**config.mk**
```make
export PLATFORM = sky130hd
export DESIGN_NAME = tgt_send_engine
export DESIGN_NICKNAME = d
export VERILOG_FILES = /design/src/rtl/tgt_send_pkg.sv /design/src/rtl/tgt_sync.sv /design/src/rtl/tgt_byte_latch.sv /design/src/rtl/tgt_send_fsm.sv /design/src/rtl/tgt_send_engine.sv
export SDC_FILE = /design/constraint.sdc
export NUM_CORES = 1
export LEC_CHECK = 0
export ABC_CLOCK_PERIOD_IN_PS = 3260
export BUFFER_PORTS_ARGS = -buffer_cell sky130_fd_sc_hd__buf_2
export CORE_ASPECT_RATIO = 2
export CORE_MARGIN = 4
export CORE_UTILIZATION = 43
export DETAILED_ROUTE_END_ITERATION = 12
export SLEW_MARGIN = 25
export SYNTH_ARGS = -nofsm -noshare
export SYNTH_HDL_FRONTEND = slang
export SYNTH_SLANG_ARGS = --single-unit
```
**constraint.sdc**
```tcl
create_clock -name clk -period 3.26 [get_ports clk]
set_clock_uncertainty 0.05 [all_clocks]
set_input_delay 0.978 -clock clk [delete_from_list [all_inputs] [get_ports clk]]
set_output_delay 0.978 -clock clk [all_outputs]
set_load 0.01 [all_outputs]
```
**src/rtl/tgt_send_pkg.sv**
```systemverilog
package tgt_send_pkg;

  typedef enum logic [2:0] {
    ST_IDLE,
    ST_PAUSE,
    ST_FETCH,
    ST_ACK_LO,
    ST_ACK_HI,
    ST_LAST
  } tx_state_e;

endpackage

```
**src/rtl/tgt_sync.sv**
```systemverilog
module tgt_sync #(
  parameter int WIDTH  = 2,
  parameter int STAGES = 2
) (
  input  logic             clk,
  input  logic             rst_n,
  input  logic [WIDTH-1:0] d,
  output logic [WIDTH-1:0] q
);

  logic [WIDTH-1:0] stg [STAGES];

  always_ff @(posedge clk or negedge rst_n) begin
    if (!rst_n) stg[0] <= '0;
    else        stg[0] <= d;
  end

  for (genvar s = 1; s < STAGES; s++) begin : g_stage
    always_ff @(posedge clk or negedge rst_n) begin
      if (!rst_n) stg[s] <= '0;
      else        stg[s] <= stg[s-1];
    end
  end

  assign q = stg[STAGES-1];

endmodule

```
**src/rtl/tgt_byte_latch.sv**
```systemverilog
module tgt_byte_latch #(
  parameter int DW = 8
) (
  input  logic          clk,
  input  logic          rst_n,
  input  logic          load,
  input  logic [DW-1:0] din,
  output logic [DW-1:0] dout,
  output logic          par
);

  // Odd parity: the extra line makes the total number of ones odd.
  always_ff @(posedge clk or negedge rst_n) begin
    if (!rst_n) begin
      dout <= '0;
      par  <= 1'b1;
    end else if (load) begin
      dout <= din;
      par  <= ~(^din);
    end
  end

  p_odd_lines_r4: assert property (@(posedge clk) disable iff (!rst_n)
    (^{dout, par}) == 1'b1);

  p_hold_between_loads_r3: assert property (@(posedge clk) disable iff (!rst_n)
    !load |=> $stable(dout));

endmodule

```
**src/rtl/tgt_send_fsm.sv**
```systemverilog
module tgt_send_fsm
  import tgt_send_pkg::*;
#(
  parameter int CNT_W          = 16,
  parameter int PAUSE_CYCLES   = 20000,
  parameter int TIMEOUT_CYCLES = 600000000
) (
  input  logic             clk,
  input  logic             rst_n,
  input  logic             start,
  input  logic [CNT_W-1:0] byte_count,
  input  logic [CNT_W-1:0] pause_index,
  input  logic             in_valid,
  input  logic             ack_s,
  input  logic             bus_rst_s,
  output logic             in_ready,
  output logic             load,
  output logic             req,
  output logic             busy,
  output logic             done,
  output logic [CNT_W-1:0] sent
);

  localparam int TMR_MAX = (PAUSE_CYCLES > TIMEOUT_CYCLES) ? PAUSE_CYCLES : TIMEOUT_CYCLES;
  localparam int TMR_W   = $clog2(TMR_MAX + 1);
  localparam logic [TMR_W-1:0] PAUSE_END = TMR_W'(PAUSE_CYCLES - 1);
  localparam logic [TMR_W-1:0] TO_END    = TMR_W'(TIMEOUT_CYCLES - 1);

  tx_state_e        state;
  logic [CNT_W-1:0] idx, total, pidx;
  logic [TMR_W-1:0] timer;
  logic [CNT_W-1:0] idx_nxt;
  logic             to_hit;

  assign idx_nxt  = idx + CNT_W'(1);
  assign to_hit   = (timer == TO_END);
  assign busy     = (state != ST_IDLE);
  assign in_ready = (state == ST_FETCH) && !bus_rst_s;
  assign load     = in_ready && in_valid;

  always_ff @(posedge clk or negedge rst_n) begin
    if (!rst_n) begin
      state <= ST_IDLE;
      idx   <= '0;
      total <= '0;
      pidx  <= '0;
      timer <= '0;
      req   <= 1'b0;
      done  <= 1'b0;
      sent  <= '0;
    end else begin
      done <= 1'b0;
      if (state != ST_IDLE && bus_rst_s) begin
        req   <= 1'b0;
        done  <= 1'b1;
        sent  <= idx;
        state <= ST_IDLE;
      end else begin
        unique case (state)
          ST_IDLE: begin
            if (start) begin
              total <= byte_count;
              pidx  <= pause_index;
              idx   <= '0;
              timer <= '0;
              if (byte_count == '0)       state <= ST_LAST;
              else if (pause_index == '0) state <= ST_PAUSE;
              else                        state <= ST_FETCH;
            end
          end
          ST_PAUSE: begin
            if (timer == PAUSE_END) begin
              timer <= '0;
              state <= ST_FETCH;
            end else begin
              timer <= timer + TMR_W'(1);
            end
          end
          ST_FETCH: begin
            if (in_valid) begin
              timer <= '0;
              state <= ST_ACK_LO;
            end
          end
          ST_ACK_LO: begin
            if (!ack_s) begin
              req   <= 1'b1;
              timer <= '0;
              state <= ST_ACK_HI;
            end else if (to_hit) begin
              done  <= 1'b1;
              sent  <= idx;
              state <= ST_IDLE;
            end else begin
              timer <= timer + TMR_W'(1);
            end
          end
          ST_ACK_HI: begin
            if (ack_s) begin
              req   <= 1'b0;
              idx   <= idx_nxt;
              timer <= '0;
              if (idx_nxt == total)     state <= ST_LAST;
              else if (idx_nxt == pidx) state <= ST_PAUSE;
              else                      state <= ST_FETCH;
            end else if (to_hit) begin
              req   <= 1'b0;
              done  <= 1'b1;
              sent  <= idx;
              state <= ST_IDLE;
            end else begin
              timer <= timer + TMR_W'(1);
            end
          end
          ST_LAST: begin
            if (!ack_s || to_hit) begin
              done  <= 1'b1;
              sent  <= idx;
              state <= ST_IDLE;
            end else begin
              timer <= timer + TMR_W'(1);
            end
          end
          default: state <= ST_IDLE;
        endcase
      end
    end
  end

  p_req_after_ack_low_r2: assert property (@(posedge clk) disable iff (!rst_n)
    $rose(req) |-> !$past(ack_s));

  p_done_single_r7: assert property (@(posedge clk) disable iff (!rst_n)
    done |=> !done);

  p_sent_bound_r8: assert property (@(posedge clk) disable iff (!rst_n)
    done |-> (sent <= total));

  p_no_req_idle_r1: assert property (@(posedge clk) disable iff (!rst_n)
    !busy |-> !req);

endmodule

```
**src/rtl/tgt_send_engine.sv**
```systemverilog
module tgt_send_engine #(
  parameter int CNT_W          = 16,
  parameter int PAUSE_CYCLES   = 20000,
  parameter int TIMEOUT_CYCLES = 600000000
) (
  input  logic             clk,
  input  logic             rst_n,
  input  logic             start,
  input  logic [CNT_W-1:0] byte_count,
  input  logic [CNT_W-1:0] pause_index,
  output logic             busy,
  output logic             done,
  output logic [CNT_W-1:0] sent_count,
  input  logic             in_valid,
  input  logic [7:0]       in_data,
  output logic             in_ready,
  input  logic             ack_in,
  input  logic             bus_rst_in,
  output logic             req_out,
  output logic [7:0]       data_out,
  output logic             parity_out
);

  logic [1:0] sync_q;
  logic       ack_s, bus_rst_s, load;

  tgt_sync #(.WIDTH(2), .STAGES(2)) u_sync (
    .clk   (clk),
    .rst_n (rst_n),
    .d     ({bus_rst_in, ack_in}),
    .q     (sync_q)
  );

  assign ack_s     = sync_q[0];
  assign bus_rst_s = sync_q[1];

  tgt_send_fsm #(
    .CNT_W          (CNT_W),
    .PAUSE_CYCLES   (PAUSE_CYCLES),
    .TIMEOUT_CYCLES (TIMEOUT_CYCLES)
  ) u_fsm (
    .clk         (clk),
    .rst_n       (rst_n),
    .start       (start),
    .byte_count  (byte_count),
    .pause_index (pause_index),
    .in_valid    (in_valid),
    .ack_s       (ack_s),
    .bus_rst_s   (bus_rst_s),
    .in_ready    (in_ready),
    .load        (load),
    .req         (req_out),
    .busy        (busy),
    .done        (done),
    .sent        (sent_count)
  );

  tgt_byte_latch #(.DW(8)) u_latch (
    .clk   (clk),
    .rst_n (rst_n),
    .load  (load),
    .din   (in_data),
    .dout  (data_out),
    .par   (parity_out)
  );

  p_data_still_under_req_r3: assert property (@(posedge clk) disable iff (!rst_n)
    (req_out && $past(req_out)) |-> $stable(data_out));

endmodule

```
==> results of run 1 <==
## per-layer routing
| metal | track usage | up-vias | share of wire |
|---|---|---|---|
| li1 | - | 2512 | - |
| met1 | 0.210 | 2752 | 0.34 |
| met2 | 0.415 | 161 | 0.57 |
| met3 | 0.0303 | 52 | 0.033 |
| met4 | 0.135 | 0 | 0.062 |
| met5 | 0 | - | 0 |
## cell usage after synthesis, drive strengths merged, types with 4 or more instances
library cell,number,area (um2)
dfrtp,111,2780
o21ai,59,295
mux2,54,642
nand2,48,180
nor2,38,150
xnor2,28,245
nand3,26,160
o31ai,24,194
buf,22,134
a21oi,21,105
nor4,20,174
nand4,17,136
clkbuf,16,63.8
xor2,14,123
nor2b,13,81.3
and3,11,68.8
inv,11,41.3
nor3,10,65.1
and2,9,56.3
a31oi,8,50.1
o211ai,6,45.0
o41ai,6,52.6
and4,5,46.3
a41oi,4,42.6
o22ai,4,25.0
## worst max-delay path by stage
stage	startpoint	endpoint	slack (ns)	depth (start not counted)
2_1_floorplan	in_valid	u_fsm.timer[24]$_DFFE_PN0P_	0.72	7
3_3_place_gp	u_fsm.idx[0]$_DFFE_PN0P_	u_fsm.state[1]$_DFFE_PN0P_	0.31	8
3_5_place_dp	u_fsm.idx[0]$_DFFE_PN0P_	u_fsm.state[1]$_DFFE_PN0P_	0.27	8
4_1_cts	u_fsm.idx[0]$_DFFE_PN0P_	u_fsm.state[1]$_DFFE_PN0P_	0.24	8
5_1_grt	u_fsm.idx[0]$_DFFE_PN0P_	u_fsm.state[1]$_DFFE_PN0P_	0.01	8
6_report	u_fsm.idx[0]$_DFFE_PN0P_	u_fsm.state[1]$_DFFE_PN0P_	0.14	8
## cell type report
class	instances	share of cell area
inverters	11	0.00562
clock inverters	7	0.0112
clock buffers	9	0.0307
multi-input cells	483	0.471
flip-flops and latches	112	0.382
repair buffers	86	0.0664
well taps	195	0.0332
## state kept, by name, summed over array words and instances (netlist names), 3 cells and up
| register | cells |
|---|---|
| u_fsm.pidx | 16 |
| u_fsm.timer | 30 |
| u_fsm.total | 16 |
| u_latch.dout | 8 |
| u_fsm.idx | 16 |
| u_fsm.sent | 16 |
| u_fsm.state | 3 |
## worst register-to-register path, stage by stage, from the launching register on
cell and delay, ns:
dfrtp_1 0.57, ha_1 0.39, and3_1 0.39, nand3_2 0.24
a32oi_1 0.22, o311ai_0 0.15, nor4b_1 0.60, a32oi_1 0.19
a21bo_1 0.23
## logic make-up (layout without fill, tap and decap cells)
family	Yosys count	in the layout	synth area share
buffers and inverters	49	113	0.0368
muxes	55	55	0.100
and+or+nand+nor	219	219	0.203
adders and majority gates	2	2	0.00385
AOI/OAI and AO/OA	165	165	0.168
xor gates and xnor gates	42	42	0.0566
DFF	112	112	0.432
## power by group
group / total [mW] / switching, mW / leakage [nW] / internal, mW
clock network: 1.16 / 0.550 / 0.152 / 0.613
registers: 2.01 / 0.325 / 1.46 / 1.68
logic: 1.43 / 0.731 / 1.50 / 0.695
total: 4.60 / 1.61 / 3.11 / 2.99
## through the flow
| stage | util | std cells | hold slack [ns] |
|---|---|---|---|
| floorplan | - | 644 | 0.281 |
| global placement | 0.475 | 887 | 0.284 |
| detailed placement | 0.475 | 887 | 0.287 |
| CTS | 0.496 | 903 | 0.311 |
| global route | 0.496 | 903 | 0.316 |
| finish | 0.496 | 903 | 0.306 |
==> results.json, run 1 <==
{
  "multi_input_comb_area_mm2": 0.00346,
  "overflow": 0,
  "first_global_vias": 5680,
  "r2r_end": "u_fsm.state[1]$_DFFE_PN0P_",
  "cts_hold_buf": 0,
  "n_fill_cell": 1463,
  "cts_tree": "built",
  "cp-end-kind": "register",
  "final_common_cell": "dfrtp_1",
  "powerDensity_mw_per_mm2": 626,
  "ys_types": 79,
  "cp-start-kind": "register",
  "yosysSeqAreaShare": 0.432,
  "worst-r2r-setup-slack_ns": 0.14,
  "vias_per_cell": 6.07,
  "synth_edf_count": 0,
  "drt_first_pass_iters": 5,
  "clk_pin_slew_ns": 0.08,
  "relSlewSlack": 0.370,
  "hold_class": "register to register",
  "postRouteAntennaNets": 0,
  "drc": 0,
  "row_count": 63,
  "drive_gt1_frac": 0.261,
  "ir_worst_vdd_uv": 439,
  "cts.sinks": 112,
  "worst_r2r_startpoint": "u_fsm.idx[0]$_DFFE_PN0P_",
  "status": "complete, no violations",
  "finalCritPeriodShare": 0.958,
  "timing.final.ws_setup_ns": 0.136,
  "slew_violations": 0,
  "reg2reg_depth": 8,
  "post_cts_buffers": 0,
  "htreeDepth": 3,
  "dieArea_mm2": 0.0173,
  "regArea_mm2": 0.00280,
  "max_slew.worst_pin.slew_ns": 0.936,
  "critPathRequiredTime_ns": 3.46,
  "holdPathStages": 0,
  "period_needed_ns": 3.12,
  "layout.nets": 751,
  "grt_max_degree": 113,
  "setup_viol": 0,
  "postSynthCellCount": 644,
  "cpPeakStageDelay_ns": 0.60,
  "crit_buf_inv": 0,
  "syn_to_final_growth_pct": 13.1,
  "grt_antenna_before_repair": 0,
  "min_to": "u_sync.q[1]$_DFF_PN0_",
  "crit_top_cell": "a32oi_1",
  "drt_iter0_markers": 297,
  "dpl.hpwl_um": 13700,
  "synth_async_sr_flop_share": 1.00,
  "mappedNetlistArea_mm2": 0.00650,
  "hp-start": "u_sync.stg[3]$_DFF_PN0_",
  "synth_top_flop_cell": "dfrtp_1",
  "antenna_cells": 0,
  "arrival_ns": 3.32,
  "chipWidth_um": 94.9,
  "clk_latency_ns": 0.35,
  "grt_usage": 0.218,
  "rsz0062_at_grt": "no",
  "power_leakage_nw": 3.11,
  "synthesis.nets": 692,
  "vias": 5477,
  "crit_chain": "ha_1 -> and3_1 -> nand3_2 -> a32oi_1 -> o311ai_0 -> nor4b_1 -> a32oi_1 -> a21bo_1",
  "yosysWarnings": 0,
  "crit_type": "register to register",
  "ioPinCount": 75,
  "port_buffers": 74,
  "cts_resized": 0,
  "cpMaxStageDelayCell": "nor4b_1",
  "die_h_um": 182,
  "syn_area_per_cell_um2": 10.1,
  "fp.coreArea_mm2": 0.0148,
  "pre_cts_ws_ns": 0.269,
  "placed_area_mm2": 0.00704,
  "final_area_mm2": 0.00735,
  "hold_viol": 0,
  "start_util": 0.438,
  "maxCapViolCount": 0,
  "setup_tns_ns": 0,
  "cp_max_fo": 9,
  "final_cell_mix": "dfrtp_1, buf_2, o21ai_0, nand2_1, mux2_2",
  "ys_seq_elements": 112,
  "crit_family": "simple AND/OR/NAND/NOR gates",
  "wl_per_cell_um": 20.0,
  "timing.fmax_ghz": 0.320,
  "p_total_mw": 4.60,
  "cts_buffers": 9,
  "grt_pass1_wl_um": 29100,
  "clockBufferDepth": 2,
  "gp_congestion": 0.971,
  "root_buffer": "clkbuf_16",
  "drt_wl_total_um": 18100
}
(Power assumes the default switching activity.)
==> run 2, diff against run 1 <==
--- a/config.mk
+++ b/config.mk
@@ -5,7 +5,7 @@
 export SDC_FILE = /design/constraint.sdc
 export NUM_CORES = 1
 export LEC_CHECK = 0
-export ABC_CLOCK_PERIOD_IN_PS = 3260
+export ABC_CLOCK_PERIOD_IN_PS = 4000
 export BUFFER_PORTS_ARGS = -buffer_cell sky130_fd_sc_hd__buf_2
 export CORE_ASPECT_RATIO = 2
 export CORE_MARGIN = 4
==> constraint.sdc (replaced) <==
create_clock -name clk -period 4 [get_ports clk]
set_clock_uncertainty 0.05 [all_clocks]
set_input_delay 1.2 -clock clk [delete_from_list [all_inputs] [get_ports clk]]
set_output_delay 1.2 -clock clk [all_outputs]
set_load 0.01 [all_outputs]
==> run 2 against run 1 <==
Net effect:
- hold slack improved by 0.0092 ns
- first-iteration DRC count fell by 10%
- register-to-register slack improved by 0.74 ns
- clock power fell by 25%
- clock-buffer cell count rose by 3
- sequential share of layout area rose by 0.35 points
- cell area fell by 0.92%
- critical path depth rose by 1
- critical path type unchanged
- largest cell class unchanged
==> results.json, run 2 (synthesized netlist as in run 1, its figures left out) <==
{
  "postRouteAntennaNets": 0,
  "first_global_vias": 5572,
  "power_leakage_nw": 3.07,
  "timing.final.ws_setup_ns": 0.873,
  "max_slew.worst_pin.slew_ns": 0.801,
  "arrival_ns": 3.32,
  "row_count": 63,
  "grt_antenna_before_repair": 0,
  "worst-r2r-setup-slack_ns": 0.87,
  "grt_usage": 0.217,
  "status": "complete, no violations",
  "dieArea_mm2": 0.0173,
  "htreeDepth": 3,
  "holdPathStages": 0,
  "r2r_end": "u_fsm.timer[4]$_DFFE_PN0P_",
  "layout.nets": 747,
  "vias": 5370,
  "post_cts_buffers": 0,
  "setup_viol": 0,
  "final_common_cell": "dfrtp_1",
  "final_util": 0.491,
  "reg2reg_depth": 9,
  "drt_iter0_markers": 267,
  "die_h_um": 182,
  "root_buffer": "clkbuf_16",
  "period_needed_ns": 3.13,
  "drt_first_pass_iters": 5,
  "stdcell_count": 899,
  "vias_per_cell": 5.97,
  "cts.sinks": 112,
  "antenna_cells": 0,
  "critPathRequiredTime_ns": 4.19,
  "hold_class": "register to register",
  "wl_per_cell_um": 20.0,
  "finalCritPeriodShare": 0.782,
  "cts_buffers": 9,
  "maxCapViolCount": 0,
  "ir_worst_vdd_uv": 324,
  "dp.cells": 883,
  "largest_register_ffs": 30,
  "port_buffers": 74,
  "cp-start-kind": "register",
  "timing.fmax_ghz": 0.320,
  "largest-register": "u_fsm.timer",
  "multi_input_comb_area_mm2": 0.00346,
  "cts_hold_buf": 0,
  "ioPinCount": 75,
  "hp-start": "u_sync.stg[2]$_DFF_PN0_",
  "cp_max_fo": 20,
  "drt_wl_total_um": 18000,
  "grt_max_degree": 66,
  "drive_gt1_frac": 0.254,
  "min_to": "u_sync.q[0]$_DFF_PN0_",
  "start_util": 0.438,
  "syn_to_final_growth_pct": 12.0,
  "worst_r2r_startpoint": "u_fsm.timer[0]$_DFFE_PN0P_",
  "powerDensity_mw_per_mm2": 502,
  "p_total_mw": 3.66,
  "crit_type": "register to register",
  "fp.coreArea_mm2": 0.0148,
  "n_fill_cell": 1443,
  "clockBufferDepth": 2,
  "whs_ns": 0.315,
  "cts_resized": 0,
  "drc": 0,
  "pre_cts_ws_ns": 0.695,
  "clk_pin_slew_ns": 0.07,
  "hold_viol": 0,
  "rsz0062_at_grt": "no",
  "clk_latency_ns": 0.35,
  "relSlewSlack": 0.464,
  "grt_pass1_wl_um": 29200,
  "slew_violations": 0,
  "placed_area_mm2": 0.00699,
  "setup_tns_ns": 0,
  "cts_tree": "built",
  "chipWidth_um": 94.9,
  "final_area_mm2": 0.00728,
  "dpl.hpwl_um": 13800,
  "overflow": 0,
  "final_cell_mix": "dfrtp_1, buf_2, o21ai_0, nand2_1, mux2_2",
  "gp_congestion": 0.930,
  "regArea_mm2": 0.00280,
  "cp-end-kind": "register"
}
## run 2: cell count changes in the layout (fill, tap and decap cells not counted), sizes merged
| cell | change |
|---|---|
| inv | -5 |
| buf | -4 |
| clkbuf | +3 |
| clkinvlp | +2 |
| bufinv | -1 |
| clkinv | +1 |
## run 2: critical path: stages (launching register included)
cell     delay (ns)
dfrtp_1        0.42
ha_1           0.27
and4_4         0.28
nand3_2        0.13
o31a_1         0.38
o31ai_4        0.70
buf_4          0.34
nor3_2         0.12
a41oi_1        0.26
nor2_1         0.06
## run 2: area by class of cell
cell class | count | share of cell area
clock buffer | 12 | 0.0352
clock inverter | 4 | 0.00395
inverter | 11 | 0.00567
multi-input combinational | 483 | 0.475
sequential | 112 | 0.385
tap | 195 | 0.0335
timing repair buffer | 82 | 0.0612
## run 2: worst max-delay path by stage
stage | start | to | slack (ns) | cells past startpoint
floorplan | in_valid | u_fsm.timer[24]$_DFFE_PN0P_ | 1.24 | 7
global placement | in_valid | u_fsm.timer[18]$_DFFE_PN0P_ | 0.75 | 7
detailed placement | in_valid | u_fsm.timer[18]$_DFFE_PN0P_ | 0.70 | 7
CTS | u_fsm.timer[0]$_DFFE_PN0P_ | u_fsm.timer[4]$_DFFE_PN0P_ | 0.87 | 9
global route | u_fsm.timer[0]$_DFFE_PN0P_ | u_fsm.timer[4]$_DFFE_PN0P_ | 0.66 | 9
finish | u_fsm.timer[0]$_DFFE_PN0P_ | u_fsm.timer[4]$_DFFE_PN0P_ | 0.87 | 9
## run 2: layer usage
| metal | global-route usage | wire length (um) |
|---|---|---|
| met5 | 0 | 0 |
| met4 | 0.122 | 1010 |
| met3 | 0.0282 | 539 |
| met2 | 0.405 | 10200 |
| met1 | 0.223 | 6240 |
## run 2: power breakdown
part / internal, mW / total, mW / switching [mW]
logic: 0.563 / 1.16 / 0.593
clock network: 0.458 / 0.873 / 0.415
registers: 1.37 / 1.63 / 0.255
